**src/rtl/bwa_pkg.sv**
```systemverilog
package bwa_pkg;
  localparam int DEF_DATA_W = 64;
  localparam int DEF_CTL_W  = 32;
  localparam int DEF_NUM_CTL = 4;
  localparam int DEF_PTR_W  = 32;

  typedef enum logic {
    OFS_FROM_REG = 1'b0,
    OFS_FROM_IMM = 1'b1
  } ofs_src_e;
endpackage

```
**src/rtl/bwa_ptr_split.sv**
```systemverilog
module bwa_ptr_split #(
  parameter int PTR_W = 32,
  parameter int OFF_W = 3
) (
  input  logic             clk,
  input  logic             rst,
  input  logic [PTR_W-1:0] ptr,
  output logic [PTR_W-1:0] base,
  output logic [OFF_W-1:0] mis
);
  localparam logic [PTR_W-1:0] LOW_MASK = PTR_W'((1 << OFF_W) - 1);

  logic [PTR_W-1:0] base_c;
  logic [PTR_W-1:0] diff_c;

  always_comb begin
    base_c = ptr & ~LOW_MASK;
    diff_c = ptr ^ base_c;
  end

  always_ff @(posedge clk) begin
    if (rst) begin
      base <= '0;
      mis  <= '0;
    end else begin
      base <= base_c;
      mis  <= diff_c[OFF_W-1:0];
    end
  end
endmodule

```
**src/rtl/bwa_ctl_file.sv**
```systemverilog
module bwa_ctl_file #(
  parameter int NUM_CTL = 4,
  parameter int CTL_W   = 32,
  localparam int IDX_W  = $clog2(NUM_CTL)
) (
  input  logic               clk,
  input  logic               rst,
  input  logic               wr_en,
  input  logic [IDX_W-1:0]   wr_idx,
  input  logic [CTL_W-1:0]   wr_data,
  input  logic [IDX_W-1:0]   rd_idx,
  output logic [CTL_W-1:0]   rd_data,
  output logic [NUM_CTL-1:0] busy
);
  logic [CTL_W-1:0] regs [NUM_CTL];
  logic             stg_vld;
  logic [IDX_W-1:0] stg_idx;
  logic [CTL_W-1:0] stg_data;

  // first stage: capture the write; second stage: commit it to the file
  always_ff @(posedge clk) begin
    if (rst) begin
      stg_vld  <= 1'b0;
      stg_idx  <= '0;
      stg_data <= '0;
    end else begin
      stg_vld  <= wr_en;
      stg_idx  <= wr_idx;
      stg_data <= wr_data;
    end
  end

  always_ff @(posedge clk) begin
    if (rst) begin
      for (int k = 0; k < NUM_CTL; k++) regs[k] <= '0;
    end else if (stg_vld) begin
      regs[stg_idx] <= stg_data;
    end
  end

  // the file is read directly; an in-flight write is never bypassed
  assign rd_data = regs[rd_idx];

  generate
    for (genvar g = 0; g < NUM_CTL; g++) begin : g_busy
      assign busy[g] = stg_vld && (stg_idx == IDX_W'(g));
    end
  endgenerate
endmodule

```
**src/rtl/bwa_window.sv**
```systemverilog
module bwa_window #(
  parameter int DATA_W = 64,
  localparam int LANES = DATA_W / 8,
  localparam int OFF_W = $clog2(LANES)
) (
  input  logic [DATA_W-1:0] lo,
  input  logic [DATA_W-1:0] hi,
  input  logic [OFF_W-1:0]  off,
  output logic [DATA_W-1:0] win
);
  logic [2*DATA_W-1:0] joined;
  assign joined = {hi, lo};

  generate
    for (genvar i = 0; i < LANES; i++) begin : g_lane
      logic [OFF_W:0] pos;
      assign pos = {1'b0, off} + (OFF_W+1)'(i);
      assign win[i*8 +: 8] = joined[pos*8 +: 8];
    end
  endgenerate
endmodule

```
**src/rtl/byte_window_aligner.sv**
```systemverilog
module byte_window_aligner
  import bwa_pkg::*;
#(
  parameter int DATA_W  = DEF_DATA_W,
  parameter int CTL_W   = DEF_CTL_W,
  parameter int NUM_CTL = DEF_NUM_CTL,
  parameter int PTR_W   = DEF_PTR_W,
  localparam int LANES  = DATA_W / 8,
  localparam int OFF_W  = $clog2(LANES),
  localparam int IDX_W  = $clog2(NUM_CTL)
) (
  input  logic              clk,
  input  logic              rst,
  input  logic              cw_valid,
  input  logic [IDX_W-1:0]  cw_idx,
  input  logic [CTL_W-1:0]  cw_data,
  input  logic              op_valid,
  input  logic              op_use_imm,
  input  logic [OFF_W-1:0]  op_imm,
  input  logic [IDX_W-1:0]  op_sel,
  input  logic [DATA_W-1:0] op_lo,
  input  logic [DATA_W-1:0] op_hi,
  output logic              op_stall,
  output logic              res_valid,
  output logic [DATA_W-1:0] res_data,
  input  logic [PTR_W-1:0]  ptr_in,
  output logic [PTR_W-1:0]  base_out,
  output logic [OFF_W-1:0]  mis_out
);
  ofs_src_e           src;
  logic [CTL_W-1:0]   ctl_val;
  logic [NUM_CTL-1:0] busy;
  logic [OFF_W-1:0]   off;
  logic [DATA_W-1:0]  win;
  logic               accept;

  bwa_ctl_file #(.NUM_CTL(NUM_CTL), .CTL_W(CTL_W)) u_ctl (
    .clk(clk), .rst(rst),
    .wr_en(cw_valid), .wr_idx(cw_idx), .wr_data(cw_data),
    .rd_idx(op_sel), .rd_data(ctl_val), .busy(busy)
  );

  assign src      = ofs_src_e'(op_use_imm);
  assign off      = (src == OFS_FROM_IMM) ? op_imm : ctl_val[OFF_W-1:0];
  assign op_stall = op_valid && (src == OFS_FROM_REG) && busy[op_sel];
  assign accept   = op_valid && !op_stall;

  bwa_window #(.DATA_W(DATA_W)) u_win (
    .lo(op_lo), .hi(op_hi), .off(off), .win(win)
  );

  always_ff @(posedge clk) begin
    if (rst) begin
      res_valid <= 1'b0;
      res_data  <= '0;
    end else begin
      res_valid <= accept;
      if (accept) res_data <= win;
    end
  end

  bwa_ptr_split #(.PTR_W(PTR_W), .OFF_W(OFF_W)) u_ptr (
    .clk(clk), .rst(rst), .ptr(ptr_in), .base(base_out), .mis(mis_out)
  );
endmodule

```
**config.mk**
```make
export PLATFORM = sky130hd
export DESIGN_NAME = byte_window_aligner
export DESIGN_NICKNAME = d
export VERILOG_FILES = /design/src/rtl/bwa_pkg.sv /design/src/rtl/bwa_ptr_split.sv /design/src/rtl/bwa_ctl_file.sv /design/src/rtl/bwa_window.sv /design/src/rtl/byte_window_aligner.sv
export SDC_FILE = /design/constraint.sdc
export NUM_CORES = 1
export LEC_CHECK = 0
export ABC_AREA = 1
export ABC_CLOCK_PERIOD_IN_PS = 5600
export BUFFER_PORTS_ARGS = -buffer_cell sky130_fd_sc_hd__buf_4
export CORE_MARGIN = 1.5
export CORE_UTILIZATION = 62
export CTS_BUF_LIST = sky130_fd_sc_hd__clkbuf_4 sky130_fd_sc_hd__clkbuf_8
export DETAILED_ROUTE_END_ITERATION = 6
export PLACE_DENSITY = 0.95
export SYNTH_ARGS = -nofsm -noshare
export SYNTH_HDL_FRONTEND = slang
export SYNTH_HIERARCHICAL = 1
export SYNTH_SLANG_ARGS = --single-unit
```
**constraint.sdc**
```tcl
create_clock -name clk -period 5.6 [get_ports clk]
set_input_delay 1.12 -clock clk [delete_from_list [all_inputs] [get_ports clk]]
set_output_delay 1.12 -clock clk [all_outputs]
set_load 0.02 [all_outputs]
```
# --- After elaboration in Yosys (flattened, before gate mapping) ---
# Memories as Yosys holds them, arrays and structs flattened.
# Index checks and enable logic that the tools add are counted.
op_classes:
  n_addsub: 7
  multipliers: 0
  div_mod_pow: 0
  magnitude_cmp: 1
  eq_ne: 3
  n_shift: 8
  mux: 11
  n_bitwise: 2
  reduce_logical: 10
ops:
  columns: ["op", "n"]
  rows:
  - ["indexed part select 128 x 8 -> 8 bit", 7]
  - ["indexed part select 128 x 7 -> 8 bit", 1]
  - ["two-way mux 32 bit", 1]
  - ["OR reduction 32 bit", 1]
  - ["adder 3 x 3 -> 4 bit (second input constant)", 4]
  - ["adder 3 x 2 -> 4 bit (second input constant)", 2]
  - ["logical AND 1 bit", 7]
  - ["two-way mux 1 bit", 7]
  - ["adder 3 x 1 -> 4 bit (second input constant)", 1]
  - ["== test 2 bit (second input constant)", 2]
  - ["less-than comparator 2 x 3 -> 1 bit (second input constant)", 1]
  - ["two-way mux 3 bit", 1]
  - ["XOR 3 x 1 -> 3 bit (second input constant)", 1]
  - ["binary-select mux 1 bit (select 2 bit)", 1]
  - ["== test 2 x 1 -> 1 bit (second input constant)", 1]
  - ["logical NOT 2 bit", 1]
  - ["two-way mux 2 bit", 1]
  - ["logical NOT 1 bit", 1]
  - ["inverter 1 bit", 1]
totals:
  reg_bits: 135
  latchBits: 0
  mem_bits_rw: 128
  mem_bits_ro: 0
  output_inout_bits: 101
  word_cells: 51
  memories: 1
mem_list:
  columns: ["memory", "words", "word_bits", "read_ports", "rd_ports_with_merged_regs", "write_ports", "line_no", "source"]
  rows:
  - ["u_ctl.regs", 4, 32, 1, 0, 4, "bwa_ctl_file.sv:15", "logic [CTL_W-1:0] regs [NUM_CTL];"]

# --- Depth between registers and ports, before layout ---
depth:
  ltp_word: 7
  mapped_depth: 20

# --- Hierarchy ---
# Netlist, hierarchy kept.
modules_own_cells:
  columns: ["mod", "instances", "cells_each", "area_per_inst_um2", "seq_area_each_um2"]
  rows:
  - ["bwa_ctl_file", 1, 800, 7063.0, 4544.4]
  - ["bwa_window", 1, 753, 3321.9, 0.0]
  - ["byte_window_aligner", 1, 443, 3017.9, 1301.2]
  - ["bwa_ptr_split", 1, 103, 940.9, 640.6]

# --- Least setup slack after synthesis ---
# No wires, ideal clock.
synth_timing:
  kind: "register to register"
  start: "register u_ctl.stg_vld"
  end: "memory u_ctl.regs[3][0], enable pin"
  setup_ns: 0.466
  t_arrival_ns: 2.757
  path_slack_ns: 2.377
  stages_incl_launch_ff: 3
  path_buffers: 0
  synth_period_minus_slack_ns: 3.223
  path_cell_list: "dfxtp_1 -> nand2_1 -> o21ai_0"
synth_lines:
  columns: ["item", "line_no", "source"]
  rows:
  - ["from (decl)", "bwa_ctl_file.sv:16", "logic stg_vld;"]
  - ["from (signal assigned)", "bwa_ctl_file.sv:27", "stg_vld <= wr_en;"]
  - ["to (decl)", "bwa_ctl_file.sv:15", null]

# --- Final worst setup path ---
layout_timing:
  start: "input op_valid"
  end: "output op_stall"
layout_between:
  elab_chain_cells: 2
layout_lines:
  columns: ["item", "line_no", "source"]
  rows:
  - ["from (decl)", "byte_window_aligner.sv:17", "input logic op_valid,"]
  - ["logical AND 1 bit (2 in series)", "byte_window_aligner.sv:45", "assign op_stall = op_valid && (src == OFS_FROM_REG) && busy[op_sel];"]
  - ["to (decl)", "byte_window_aligner.sv:23", "output logic op_stall,"]
# Every way passes these cells.

==> impl_metrics.csv <==
group,metric,value,unit
run_status,outcome,"finished, violations left",
run_status,violations,"DRC",
die,die_width,117.7,um
timing,finalHoldViolCount,0,
global_route,grt_pass1_wl,42500,um
placement,dp_hpwl,18630,um
layout,area_growth,24.26,%
layout,layout-drive-gt1-share,20.44,%
clocking,cts.path.max_buffers,2,
timing,finalMaxSlewViolations,0,
die,initial_core_util,64.09,%
flow_run,maxCapViolations,0,
clocking,cts_setup_buffers,0,
drt,wire_per_inst,15.40,um
drt,vias_per_cell,5.494,
global_route,grt-busiest-layer,"met2",
timing,fin_setup_tns,0,ns
timing,fin_crit_sh,74.12,%
global_route,grt_use_met3,8.915,%
timing,tightestPinTransition,1.210,ns
placement,place_area,9751,um2
die,die_y,117.7,um
drt,vias,9736,
clocking,numClockSinks,115,
die,die-area,13850,um2
worst_setup_path,required,4.48,ns
worst_setup_path,crit_type,"input pin to output pin",
timing,setup_viol,0,
placement,dpl.cell_count,1740,
layout,final_cell_area,10130,um2
clocking,cts_tree,"yes",
layout,final_cells,1772,
pwr,finalPower,2.637,mW
drt,drc,5,
clocking,path_clk_slew,0.07,ns
pwr,power-per-cell-area,260.3,nW/um2
timing,fin_ws,1.449,ns
yosys,ys_warn_count,6,
clocking,cts_root_buf,"clkbuf_8",
worst_setup_path,crit_fanout,61,
timing,fin_skew,0.01247,ns
timing,period_needed,4.151,ns
global_route,grt_max_degree,122,
global_route,grt_overflow_total,0,
timing,slew_headroom,19.31,%
yosys,syn_area_per_cell,5.775,um2
die,ios,305,
global_route,grt.total_usage,38.27,%
clocking,hold_buffers,0,
clocking,htree_levels,4,
global_route,grtUsageMet1,47.88,%
worst_setup_path,crit_arrival,3.03,ns
worst_setup_path,cp-start-kind,"input pin",
placement,pre_cts_ws,1.479,ns
clocking,clock_latency,0.45,ns
die,core,12720,um2
pwr,vdd_drop_max,285.6,uV
global_route,grt.met2_usage,62.13,%
worst_hold_path,worstHoldPathType,"register to register",
die,num_rows,41,
timing,rsz0062_at_grt,"no",
pwr,p_leak,5.755,nW
drt,drt-initial-drc-count,1507,
worst_setup_path,end_kind,"output pin",
yosys,syn-cell-area,8154,um2
placement,io_buffers,264,
layout,nets,1791,
drt,ant_nets,0,
global_route,antenna_found_initial,0,
global_route,grt_pass1_vias,8439,
drt,wl,27280,um
yosys,netlist_instances,1412,
placement,gp_congestion,0.9106,
layout,diodes,0,
clocking,cts_made_buffers,17,
drt,drtPass1Iterations,7,
timing,max_freq,240.9,MHz
clocking,ctsResizeCount,0,
power by group:
group / switching, mW / total, mW / internal (mW)
registers: 0.0343 / 0.932 / 0.898
clock network: 0.389 / 0.750 / 0.361
logic: 0.600 / 0.955 / 0.355
critical path: stages:
cell	delay, ns
buf_4	0.48
inv_1	0.19
nor2_1	0.22
nand3_4	0.60
inv_2	0.21
buf_4	0.17
stage by stage:
step / hold WS [ns] / util [%]
global placement: 0.4626 / 76.64
global route: 0.5131 / 79.64
floorplan: 0.5194 / -
detailed placement: 0.4694 / 76.64
CTS: 0.4909 / 79.64
finish: 0.4882 / 79.64
flip-flops by register name, indices dropped and copies added (netlist names):
register	flops
res_data	64
u_ptr/base	29
u_ctl/regs	12
u_ctl/stg_data	3
u_ptr/mis	3
u_ctl/stg_idx	2
res_valid	1
u_ctl/stg_vld	1
layer usage:
| metal | vias to the layer above | part of all wire (%) |
|---|---|---|
| met5 | - | 0 |
| met4 | 0 | 5.7 |
| met3 | 101 | 11 |
| met2 | 652 | 46 |
| met1 | 4209 | 38 |
| li1 | 4774 | - |
layout make-up:
cell class / instances / area (um2)
clock inverter: 15 / 147.6
clock buffer: 17 / 234.0
multi-input combinational: 1007 / 4408
tap: 172 / 215.2
fill: 998 / 2590
inverter: 175 / 658.1
timing repair buffer: 271 / 2047
sequential: 115 / 2422
layout by cell type, fill, tap and decap left out, types with 4 or more instances in the layout:
master and n:
a21oi_1 64, buf_4 270, clkbuf_8 17, clkinvlp_4 4, dfxtp_1 103, edfxtp_1 12, inv_1 166, inv_2 8
inv_6 5, nand2_1 448, nand3_1 362, nand3_2 9, nor2_1 113
path summary, 6_finish.rpt:
path | from | to | slack, ns | cells after the start
min | res_data[18]$_SDFFE_PP0P_ | res_data[18]$_SDFFE_PP0P_ | 0.49 | 2
max | op_valid | op_stall | 1.45 | 6
min reg2reg | res_data[18]$_SDFFE_PP0P_ | res_data[18]$_SDFFE_PP0P_ | 0.49 | 2
max reg2reg | u_ctl/regs[3][0]$_DFFE_PP_ | res_data[42]$_SDFFE_PP0P_ | 2.75 | 16
Power figures use the tool's default switching activity.
